**config.mk**
```make
export PLATFORM = sky130hd
export DESIGN_NAME = sensor_alarm_monitor
export DESIGN_NICKNAME = d
export VERILOG_FILES = /design/src/rtl/sensor_alarm_monitor.sv
export SDC_FILE = /design/constraint.sdc
export NUM_CORES = 1
export LEC_CHECK = 0
export BUFFER_PORTS_ARGS = -buffer_cell sky130_fd_sc_hd__buf_2
export CORE_ASPECT_RATIO = 0.75
export CORE_MARGIN = 2
export CORE_UTILIZATION = 55
export CTS_CLUSTER_DIAMETER = 30
export CTS_CLUSTER_SIZE = 28
export DETAILED_ROUTE_END_ITERATION = 10
export PLACE_DENSITY = 0.74
export SYNTH_ARGS = -nofsm -noshare
export SYNTH_HDL_FRONTEND = slang
export SYNTH_SLANG_ARGS = --single-unit
export TNS_END_PERCENT = 5
```
**constraint.sdc**
```tcl
create_clock -name clk -period 2.95 [get_ports clk]
set_input_delay 0.59 -clock clk [delete_from_list [all_inputs] [get_ports clk]]
set_output_delay 0.59 -clock clk [all_outputs]
set_load 0.01 [all_outputs]
```
**src/rtl/sensor_alarm_monitor.sv**
```systemverilog
module sensor_alarm_monitor #(
  parameter int CODE_W = 12,
  parameter int NUM_CH = 7,
  parameter int IDX_W  = 3,
  parameter int ADDR_W = IDX_W + 1
) (
  input  logic              clk,
  input  logic              rst_n,
  input  logic              smp_valid,
  input  logic [IDX_W-1:0]  smp_chan,
  input  logic [CODE_W-1:0] smp_code,
  input  logic              cfg_we,
  input  logic [ADDR_W-1:0] cfg_addr,
  input  logic [CODE_W-1:0] cfg_data,
  output logic [NUM_CH-1:0] alarm,
  output logic              overtemp
);
  localparam int NPAIR  = NUM_CH + 1;
  localparam int OT_IDX = NUM_CH;

  logic [CODE_W-1:0] lo_q [NPAIR];
  logic [CODE_W-1:0] hi_q [NPAIR];
  logic [NPAIR-1:0]  above, below;
  logic [NUM_CH-1:0] hit;

  for (genvar p = 0; p < NPAIR; p++) begin : g_pair
    always_ff @(posedge clk) begin
      if (!rst_n) begin
        lo_q[p] <= '0;
        hi_q[p] <= '1;
      end else if (cfg_we && cfg_addr[ADDR_W-1:1] == IDX_W'(p)) begin
        if (cfg_addr[0]) hi_q[p] <= cfg_data;
        else             lo_q[p] <= cfg_data;
      end
    end
    assign above[p] = smp_code > hi_q[p];
    assign below[p] = smp_code < lo_q[p];
  end

  for (genvar i = 0; i < NUM_CH; i++) begin : g_ch
    assign hit[i] = smp_valid && smp_chan == IDX_W'(i);
    if (i == 0) begin : g_hyst
      always_ff @(posedge clk) begin
        if (!rst_n)                alarm[i] <= 1'b0;
        else if (hit[i] && above[i]) alarm[i] <= 1'b1;
        else if (hit[i] && below[i]) alarm[i] <= 1'b0;
      end
    end else begin : g_win
      always_ff @(posedge clk) begin
        if (!rst_n)      alarm[i] <= 1'b0;
        else if (hit[i]) alarm[i] <= above[i] | below[i];
      end
    end
  end

  always_ff @(posedge clk) begin
    if (!rst_n)                       overtemp <= 1'b0;
    else if (hit[0] && above[OT_IDX]) overtemp <= 1'b1;
    else if (hit[0] && below[OT_IDX]) overtemp <= 1'b0;
  end
endmodule

```
---- Yosys cells after proc, flatten, opt, wreduce, memory -nomap -nowiden ----
Memories as Yosys holds them, arrays and structs flattened.
Cells that the tools add are included.
W data, S select, Z words.
storage, ports and cells
  bits in registers ....................... 8
  bits in latches ......................... 0
  RAM bits ................................ 192
  memory bits (read-only) ................. 0
  input port bits ......................... 35
  output and inout port bits .............. 8
  word-level logic and storage cells ...... 155
  memories kept ........................... 2
memory list
  name  depth  bits a word  rd ports  clocked after Yosys merged registers in  wr ports  RTL line  text
  hi_q  8      12           8         0                                        8         22        logic [CODE_W-1:0] hi_q [NPAIR];
  lo_q  8      12           8         0                                        8         21        logic [CODE_W-1:0] lo_q [NPAIR];
cells by class
  $add $sub $neg .......................... 0
  multipliers ............................. 0
  divide/modulo/power cells ............... 0
  order comparisons ....................... 16
  eq/ne operators ......................... 13
  shift-type cells ........................ 0
  mux-type cells .......................... 71
  bitwise gates (word level) .............. 22
  reduce and logical (&&, ||, !) cells .... 23
operator list
  kind                  number
  $mux W12              16
  $gt A12 B12 Y1        8
  $lt A12 B12 Y1        8
  $mux W1               55
  $or A1 B1 Y1          22
  $eq A3 B3 Y1 const B  7
  $logic_and A1 B1 Y1   19
  $eq A3 B2 Y1 const B  4
  $eq A3 B1 Y1 const B  2
  $logic_not A3 Y1      2
  $reduce_bool A2 Y1    2

---- Longest topological paths before layout ----
Gate-level depths: netlist of run 1.
  depth after elaboration ................. 6
  gate-level depth with buffers ........... 8
  gate-level depth less buffers ........... 8

---- Worst setup path before layout of run 1 ----
No wires, ideal clock.
  kind .................................... input -> register
  start point ............................. in cfg_addr[3]
  end point ............................... mem lo_q[2][0], in the netlist lo_q[0][24], enable pin
  setup time .............................. 398 ps
  data arrival time ....................... 2006 ps
  required time ........................... 2552 ps
  setup slack ............................. 546 ps
  stages on the path ...................... 2
  path buffers ............................ 0
  cells stage by stage .................... or3b_2 > o21ai_0
RTL lines
  what                RTL line  text
  start: declaration  13        input logic [ADDR_W-1:0] cfg_addr,
  end: declaration    21

---- Worst setup path after layout of run 1 ----
  start point ............................. in smp_code[2]
  end point ............................... reg overtemp
between the ends
  word-level cells in the longest chain between the ends .. 3
  elaborated cells between the ends (all ways) .. 6
  classes of those cells .................. order compare (2); mux (1); reduce/logical (3)
RTL lines
  what                                              RTL line  text
  start: declaration                                11        input logic [CODE_W-1:0] smp_code,
  $gt A12 B12 Y1 or $lt A12 B12 Y1 (tied branches)  36, 37
  $logic_and A1 B1 Y1, on equally long branches     58, 59
  $mux W1 or $reduce_bool A2 Y1 (tied branches)     --
  end signal: assignment                            57        if (!rst_n) overtemp <= 1'b0;
  end signal: assignment                            58        else if (hit[0] && above[OT_IDX]) overtemp <= 1'b1;
  end signal: assignment                            59        else if (hit[0] && below[OT_IDX]) overtemp <= 1'b0;
  end: declaration                                  16        output logic overtemp
Several ways; a longest one is shown, not always the timed one.
A chain may end at the register's enable or synchronous reset.

==> metrics.cfg, run 1 <==
[grt]
gr-usage-met3 = 0.0525
busiest_layer = met2
grt_use_total = 0.280
grt_pass1_wl_um = 48600
grt_start_max_net_pins = 53
overflow = 0
antenna_found_initial = 0
grt_util_met1 = 0.385
gr-usage-met2 = 0.443
grt_pass1_vias = 8664

[setup_path]
cp_top_family = compound AO/OA/AOI/OAI gates
r2r_cells = 8
critPathCaptureType = flip-flop
critPathBufInv = 1
cp_data_required_time_ns = 3.24
ff2ff_setup_slack_ns = 0.67
r2r-end = overtemp
crit_type = primary input to flip-flop
path_max_fanout = 10
path_cells = buf_2, ha_1, a211o_1, a31oi_1, or3_1, a21oi_1, a2111oi_0, o22ai_1
slowest_delay_ns = 0.79
start_kind = primary input
arrival_ns = 2.66
r2r-start = lo_q[1][41]
critical_path.slowest_cell = a2111oi_0

[floorplan]
dieArea_mm2 = 0.0235
fp.dieW_um = 176
die_y_um = 133
core_mm2 = 0.0219
ios = 43
rows = 47
initial_core_util = 0.558

[clock_network]
cts.repair.resized = 0
numCtsBuffers = 17
postCtsHoldBufs = 0
cts_max_level = 4
cts_tree = done
ctsLongestPathBuffers = 2
cts_num_sinks = 200
cts.clk_slew.worst_paths_ns = 0.07
worstSkewPairLatency_ns = 0.44
cts_root_buffer = clkbuf_16
post-cts-setup-buffer-count = 0

[logic_synthesis]
yosys_most_used_dff = edfxtp_1
syn_nets = 1347
synth_area_mm2 = 0.0122
synth_cell_type_count = 45
postSynthAreaPerCell_um2 = 10.8
synth-seq-area-share = 0.484
synthCells = 1128
synth_edf_count = 192
ys_ff_latch = 200
yosysWarnings = 0
async_flop_share = 0

[place]
port_buffers = 42
dp_slack_ns = 0.143
dpl.hpwl_um = 21600
gp_congestion = 0.860
place_area_mm2 = 0.0130

[timing]
setup_tns_ns = 0
period_share = 0.805
worst_slack_ns = 0.574
final.min_clock_period_ns = 2.38
finalMaxSlewViolations = 0
finalHoldViolCount = 0
maxSlewHeadroom = 0.395
fmax_mhz = 421
setup_viol = 0
tightest_slew_ns = 0.884
fin_worst_skew_ns = 0.00945
rsz0062_at_grt = false

[cells_and_area]
fin_area_mm2 = 0.0136
antenna_cells = 0
final_cell_mix = edfxtp_1, ha_1, inv_1, or3_1, and2_1
fillCellCount = 1759
drive_gt1_frac = 0.101
layout_commonest_cell = edfxtp_1
syn2layout_area_growth_pct = 11.1
fin_nets = 1410
final_util = 0.620

[worst_hold_path]
min-delay-start = overtemp
whs_endpoint = overtemp
min_path_cells = 2
min-delay-path-class = flip-flop to flip-flop

[power_and_ir_drop]
ir_worst_vdd_uv = 304
powerDensity_mw_per_mm2 = 497
total_power_mw = 6.76
p_leak_nw = 6.05

[drt]
ant_nets = 0
post_drt_wl_per_cell_um = 21.2
via_count = 8746
drt-initial-drc-count = 831
first_pass_iters = 5
routed_wl_um = 31700
post-route-drc-count = 0
vias_per_cell = 5.84

[status]
status = complete, no violations

[run]
drv_cap = 0

==> report_power, final <==
part | switching (mW) | leakage (nW) | total (mW) | internal [mW]
combinational | 0.629 | 3.83 | 1.00 | 0.373
sequential | 0.0500 | 1.95 | 3.32 | 3.27
clock | 1.07 | 0.276 | 2.44 | 1.36
==> stage by stage <==
stage | std cells | hold WS (ns)
floorplan | 1128 | 0.491
global placement | 1466 | 0.468
detailed placement | 1466 | 0.460
CTS | 1497 | 0.472
finish | 1497 | 0.474
global route | 1497 | 0.487
==> metal layers <==
layer / vias up / share of wire
met3: 69 / 0.079
met1: 4232 / 0.43
li1: 4133 / -
met5: - / 0
met4: 0 / 0.033
met2: 312 / 0.46
==> worst reg2reg max path: stages, from the launching register on <==
cell and delay, ns:
edfxtp_1 0.38, inv_1 0.07, ha_1 0.24, a21o_1 0.16
a21o_1 0.17, a21oi_1 0.13, a21oi_1 0.08, a2111oi_0 0.79
o22ai_1 0.12
==> worst max path at each step <==
stage / startpoint / endpoint / cells after the start
6_report: smp_code[2] / overtemp / 8
5_1_grt: smp_code[2] / overtemp / 8
4_1_cts: smp_code[2] / overtemp / 8
3_5_place_dp: smp_code[2] / overtemp / 8
3_3_place_gp: smp_code[2] / overtemp / 8
2_1_floorplan: cfg_addr[3] / lo_q[0][24] / 2
==> final cells by class <==
cell class              instances  area, um2  area share
clock inverters                10        146      0.0108
multi-input cells             708       5480       0.403
clock buffers                  21        450      0.0331
well taps                     294        368      0.0271
repair buffers                 87        561      0.0412
flip-flops and latches        200       5930       0.436
inverters                     177        664      0.0489
==> cells by family after synthesis <==
family                     count (synthesis)  share of synthesized area
and+or+nand+nor                          340                      0.162
buffers and inverters                    220                     0.0678
DFF                                      200                      0.484
AOI/OAI and AO/OA                        184                     0.0978
adders and majority gates                184                      0.188
==> sequential cells by signal (all words and copies together), names as in the netlist <==
name and cells:
overtemp 1, lo_q 96, alarm 7, hi_q 96
==> synth_stat cells, types with 29 or more instances <==
cell type | n | area (um2)
edfxtp_1 | 192 | 5770
or3_1 | 98 | 613
o21ai_0 | 40 | 200
and2_1 | 96 | 601
a21o_1 | 32 | 240
clkbuf_1 | 40 | 150
inv_1 | 177 | 664
a21oi_1 | 52 | 260
ha_1 | 184 | 2300
nand4_1 | 29 | 181
nand2_1 | 30 | 113
nor2_1 | 29 | 109
Power figures use the tool's default switching activity.
==> inputs of run 2 (changes only) <==
Clock period 2.95 ns to 2.33 ns, I/O delays scaled along.
==> metrics.cfg, run 2 (synthesized netlist as in run 1, its figures left out) <==
[place]
gp_congestion = 0.843  ; -2.1%
dpl.hpwl_um = 20900  ; -3.1%
port_buffers = 42  ; unchanged
dp_cells = 1476  ; +0.68%
dp_slack_ns = -0.0409  ; -0.184 ns

[setup_path]
crit_type = primary input to flip-flop
cp_data_required_time_ns = 2.64  ; -0.60 ns
r2r-end = overtemp
r2r_cells = 8  ; unchanged
slowest_delay_ns = 0.50  ; -0.29 ns
critical_path.slowest_cell = buf_2
start_kind = primary input
ff2ff_setup_slack_ns = 0.42  ; -0.25 ns
arrival_ns = 2.28  ; -0.38 ns
r2r-start = lo_q[1][38]
path_cells = buf_2, ha_1, a21o_1, a21oi_1, a21oi_1, a2111oi_0, o22ai_1
path_max_fanout = 16  ; +6
crit_path_frequent_cell = a21oi_1
critPathCaptureType = flip-flop
critPathLaunch = smp_code[6]
endpoint = overtemp

[drt]
ant_nets = 0  ; unchanged
drt-initial-drc-count = 827  ; -0.48%
routed_wl_um = 31600  ; -0.29%
post_drt_wl_per_cell_um = 20.9  ; -1.0%
vias_per_cell = 5.78  ; -1.0%
via_count = 8722  ; -0.27%
first_pass_iters = 5  ; unchanged
post-route-drc-count = 0  ; unchanged

[cells_and_area]
layout_commonest_cell = edfxtp_1
final_cell_mix = edfxtp_1, ha_1, inv_1, or3_1, and2_1
fillCellCount = 1756  ; -0.17%
syn2layout_area_growth_pct = 11.6
final_util = 0.623  ; +0.00274
fin_nets = 1420  ; +0.71%
multi_input_area_mm2 = 0.00548  ; unchanged
antenna_cells = 0  ; unchanged
drive_gt1_frac = 0.110  ; +0.00897
reg_top3 = hi_q (96), lo_q (96), alarm (7)
seqCellArea_mm2 = 0.00593  ; unchanged
finalNonFillerCells = 1508  ; +0.73%

[floorplan]
initial_core_util = 0.558  ; unchanged
dieArea_mm2 = 0.0235  ; unchanged
ios = 43  ; unchanged
fp.dieW_um = 176  ; unchanged
die_y_um = 133  ; unchanged
rows = 47  ; unchanged
core_mm2 = 0.0219  ; unchanged

[timing]
finalHoldViolCount = 0  ; unchanged
finalMaxSlewViolations = 0  ; unchanged
rsz0062_at_grt = false
fin_worst_skew_ns = 0.00932  ; -0.000131 ns
period_share = 0.843
worst_slack_ns = 0.365  ; -0.209 ns
fin_hold_ws_ns = 0.456  ; -0.0176 ns
setup_viol = 0  ; unchanged
final.min_clock_period_ns = 1.96
tightest_slew_ns = 0.714  ; -0.170 ns
maxSlewHeadroom = 0.522  ; +0.127
fmax_mhz = 509

[clock_network]
post-cts-setup-buffer-count = 0  ; unchanged
cts_num_sinks = 200  ; unchanged
cts_root_buffer = clkbuf_16
ctsLongestPathBuffers = 2  ; unchanged
cts_tree = done
cts_max_level = 4  ; unchanged
numCtsBuffers = 17  ; unchanged
cts.repair.resized = 0  ; unchanged
worstSkewPairLatency_ns = 0.45  ; about the same
cts.clk_slew.worst_paths_ns = 0.07  ; about the same
postCtsHoldBufs = 0  ; unchanged

[grt]
overflow = 0  ; unchanged
grt_start_max_net_pins = 53  ; unchanged
antenna_found_initial = 1  ; +1
grt_pass1_wl_um = 48900  ; +0.47%
grt_use_total = 0.281  ; +0.00132
grt_pass1_vias = 8404  ; -3.0%

[power_and_ir_drop]
total_power_mw = 8.33  ; +23%
p_leak_nw = 6.11  ; +0.93%
ir_worst_vdd_uv = 486  ; +60%
powerDensity_mw_per_mm2 = 610  ; +23%

[run]
drv_cap = 0  ; unchanged

[worst_hold_path]
min-delay-path-class = primary input to flip-flop
min_path_cells = 4  ; +2

[status]
status = complete, no violations

[run 2: cell count changes in the layout (fill, tap and decap cells not counted), moves of 2 or more]
cell / previous run / this run
inv_8: 0 / 2
clkinv_4: 1 / 5
clkinvlp_4: 4 / 0
bufinv_16: 3 / 0
inv_6: 2 / 4
clkinv_1: 0 / 2
buf_12: 1 / 4
clkbuf_1: 3 / 0
clkinv_2: 0 / 2
buf_4: 44 / 51
[run 2: layer usage]
layer	wire length [um]	track usage	vias to the layer above
li1	-	-	4159
met1	14100	0.402	4185
met4	787	0.0803	0
met5	0	0	-
met2	14300	0.444	319
met3	2410	0.0471	59
[run 2: layout make-up]
class | instances | share of cell area
Sequential cell | 200 | 0.434
Multi-Input combinational cell | 708 | 0.401
Timing Repair Buffer | 97 | 0.0493
Inverter | 177 | 0.0486
Clock buffer | 17 | 0.0311
Tap cell | 294 | 0.0269
Clock inverter | 15 | 0.00870
[run 2: worst max-delay path: cells and delay by family]
| kind | cells | cell delay, ns |
|---|---|---|
| buf+inv | 1 | 0.50 |
| fa+ha+maj | 1 | 0.36 |
| compound gates | 5 | 0.94 |
[run 2: worst min path at each step]
stage	from	to	slack (ns)
4_1_cts	smp_chan[0]	overtemp	0.45
2_1_floorplan	overtemp	overtemp	0.49
5_1_grt	smp_chan[0]	overtemp	0.51
3_3_place_gp	overtemp	overtemp	0.47
3_5_place_dp	overtemp	overtemp	0.48
6_report	smp_chan[0]	overtemp	0.46
[run 2: where the power goes]
| part | switching, mW | total, mW | leakage [nW] | internal [mW] |
|---|---|---|---|---|
| Sequential | 0.0612 | 4.20 | 1.95 | 4.14 |
| Combinational | 0.799 | 1.29 | 3.89 | 0.489 |
| Clock | 1.45 | 2.84 | 0.271 | 1.39 |
[run 2: metrics by stage]
stage	cell area (um2)	TNS, ns
2_1_floorplan	12200	0
3_3_place_gp	13100	0
3_5_place_dp	13100	-0.0822
4_1_cts	13700	0
5_1_grt	13700	0
6_report	13700	0
==> inputs of run 3 (changes only) <==
Settings changed: ABC_AREA set to 1, PLACE_DENSITY 0.74 to 0.77.
Clock period 2.33 ns to 1.6 ns, I/O delays scaled along.
==> metrics.cfg, run 3 <==
[timing]
fmax_mhz = 667
worst_slack_ns = 0.101  ; -0.264 ns
finalMaxSlewViolations = 0  ; unchanged
finalHoldViolCount = 0  ; unchanged
setup_viol = 0  ; unchanged
period_share = 0.937
setup_tns_ns = 0  ; unchanged
fin_hold_ws_ns = 0.338  ; -0.118 ns
maxSlewHeadroom = 0.654  ; +0.132
tightest_slew_ns = 0.518  ; -0.196 ns
rsz0062_at_grt = true
fin_worst_skew_ns = 0.00963  ; +0.000316 ns
final.min_clock_period_ns = 1.50

[drt]
ant_nets = 0  ; unchanged
drt-initial-drc-count = 749  ; -9.4%
post-route-drc-count = 0  ; unchanged
dr_wl_met2_um = 14900  ; +3.7%
top_layer_used = met4
routed_wl_um = 31900  ; +0.86%
m1WireLength_um = 13500  ; -3.7%
first_pass_iters = 5  ; unchanged
via_count = 9585  ; +9.9%
route.met3.wl_um = 2740  ; +14%
post_drt_wl_per_cell_um = 17.7  ; -15%
vias_per_cell = 5.33  ; -7.8%

[status]
status = complete, no violations

[grt]
grt_pass1_vias = 9412  ; +12%
antenna_found_initial = 0  ; -1
grt_use_total = 0.283  ; +0.00150
grt_pass1_wl_um = 49300  ; +0.96%
overflow = 0  ; unchanged
grt_start_max_net_pins = 20  ; -62%

[cells_and_area]
syn2layout_area_growth_pct = 17.1
finalNonFillerCells = 1798  ; +19%
fin_nets = 1710  ; +20%
layout_commonest_cell = nand2_1
reg_top3 = hi_q (96), lo_q (96), alarm (7)
final_cell_mix = nand2_1, inv_1, edfxtp_1, ha_1, nor2_1
antenna_cells = 0  ; unchanged
multi_input_area_mm2 = 0.00523  ; -4.5%
seqCellArea_mm2 = 0.00593  ; unchanged
drive_gt1_frac = 0.123  ; +0.0126
fillCellCount = 1719  ; -2.1%
fin_area_mm2 = 0.0144  ; +5.6%
final_util = 0.654  ; +0.0315

[setup_path]
critPathCaptureType = flip-flop
critPathLaunch = hi_q[0][47]
r2r-start = hi_q[0][47]
crit_type = flip-flop to flip-flop
critical_path.slowest_cell = edfxtp_1
cp_data_required_time_ns = 1.95  ; -0.69 ns
path_max_fanout = 2  ; -14
slowest_delay_ns = 0.32  ; -0.18 ns
arrival_ns = 1.85  ; -0.43 ns
start_kind = flip-flop
path_cells = inv_1, ha_1, nand2_1, nor2_2, and2_1, nand4_1, nand2_1, nand3_1, nand2_1, inv_1
crit_path_frequent_cell = nand2_1

[floorplan]
initial_core_util = 0.559  ; +0.000883
ios = 43  ; unchanged
die_y_um = 134  ; +0.34%
dieArea_mm2 = 0.0236  ; +0.68%
core_mm2 = 0.0221  ; +0.54%
fp.dieW_um = 177  ; +0.34%
rows = 47  ; unchanged

[power_and_ir_drop]
sequentialPowerShare = 0.488  ; -0.016
p_clk_frac = 0.344  ; +0.003
ir_worst_vdd_uv = 594  ; +22%
combPwrFrac = 0.169  ; +0.014
power.switching_mw = 3.29  ; +42%
p_leak_nw = 7.07  ; +16%
p_int_mw = 9.26  ; +54%
total_power_mw = 12.5  ; +51%
p_sw_frac = 0.262  ; -0.0150
powerDensity_mw_per_mm2 = 870  ; +43%

[place]
dpl.hpwl_um = 21900  ; +4.6%
dp_cells = 1765  ; +20%
place_area_mm2 = 0.0138  ; +5.1%
gp_congestion = 0.874  ; +3.7%
port_buffers = 42  ; unchanged
dp_slack_ns = -0.291  ; -0.250 ns

[clock_network]
cts_num_sinks = 200  ; unchanged
ctsLongestPathBuffers = 2  ; unchanged
postCtsHoldBufs = 0  ; unchanged
worstSkewPairLatency_ns = 0.45  ; about the same
cts_root_buffer = clkbuf_16
numCtsBuffers = 17  ; unchanged
cts.clk_slew.worst_paths_ns = 0.07  ; about the same
cts_tree = done
cts_max_level = 4  ; unchanged

[logic_synthesis]
postSynthAreaPerCell_um2 = 8.91  ; -18%
ys_top_cells_by_area = edfxtp_1, ha_1, nand2_1
synth_edf_count = 192  ; unchanged
synth_area_mm2 = 0.0123  ; +0.70%
post-synth-top-count-cell = nand2_1
synth-seq-area-share = 0.481  ; -0.00334
async_flop_share = 0  ; unchanged
synth_top_area_frac = 0.468  ; -0.00325
yosys-top-cells-count = nand2_1, inv_1, edfxtp_1
syn_nets = 1602  ; +19%
yosys_most_used_dff = edfxtp_1
ys_ff_latch = 200  ; unchanged
yosysWarnings = 0  ; unchanged
synth_area_leader_cell = edfxtp_1
synth_cell_type_count = 25  ; -44%
synthCells = 1383  ; +23%

[worst_hold_path]
min-delay-start = cfg_data[9]
min-delay-path-class = primary input to flip-flop

[run]
drv_cap = 0  ; unchanged

==> run 3: changes by cell type after synthesis, moves of 14 or more <==
cell	change
clkbuf_1	-28
o211ai_1	-14
nor2b_1	-14
a21oi_1	+19
nand4_1	-19
or3_1	-98
nor2_1	+128
nand2_1	+339
a21o_1	-27
nand3_1	+30
o21ai_0	-30
inv_1	+95
and2_1	-88
==> run 3: kinds of logic after synthesis <==
logic type | synth area share
and+or+nand+nor | 0.195
buffers and inverters | 0.0989
DFF | 0.481
adders and majority gates | 0.187
AOI/OAI and AO/OA | 0.0384
==> run 3: worst paths after layout <==
check	to	slack (ns)	cells after the start
worst max-delay path	alarm[3]	0.10	10
worst min register to register	alarm[0]	0.53	2
worst max register to register	alarm[3]	0.10	10
worst min-delay path	hi_q[1][9]	0.34	4
==> run 3: routing by layer <==
layer	track usage	vias to the layer above
met4	0.0983	0
li1	-	4620
met3	0.0425	57
met1	0.385	4536
met2	0.464	372
met5	0	-
==> run 3: worst max-delay path: cells and delay by family (launching register included) <==
family / cells / cell delay (ns)
flip-flops: 1 / 0.32
AND/OR/NAND/NOR: 7 / 0.74
buffers and inverters: 2 / 0.07
adder cells (fa/ha/maj): 1 / 0.29
==> run 3: power by group through the flow <==
stage	combinational (mW)	sequential (mW)	clock, mW
after floorplan	1.16	6.21	0
after global placement	1.92	6.22	0
after detailed placement	2.05	6.23	0
after CTS	2.07	6.12	4.33
after global routing	2.38	6.15	4.51
final	2.12	6.12	4.31
==> run 3: final cells by class <==
class,count,area share
flip-flops and latches,200,0.411
multi-input cells,874,0.363
inverters,275,0.0716
repair buffers,123,0.0888
clock buffers,27,0.0363
well taps,294,0.0255
clock inverters,5,0.00425
==> run 3: repair_timing <==
item / 4_1_cts / 5_1_grt
setup buffers: 0 / 1
resized for setup: 0 / 15
setup endpoints to repair: 0 / 5
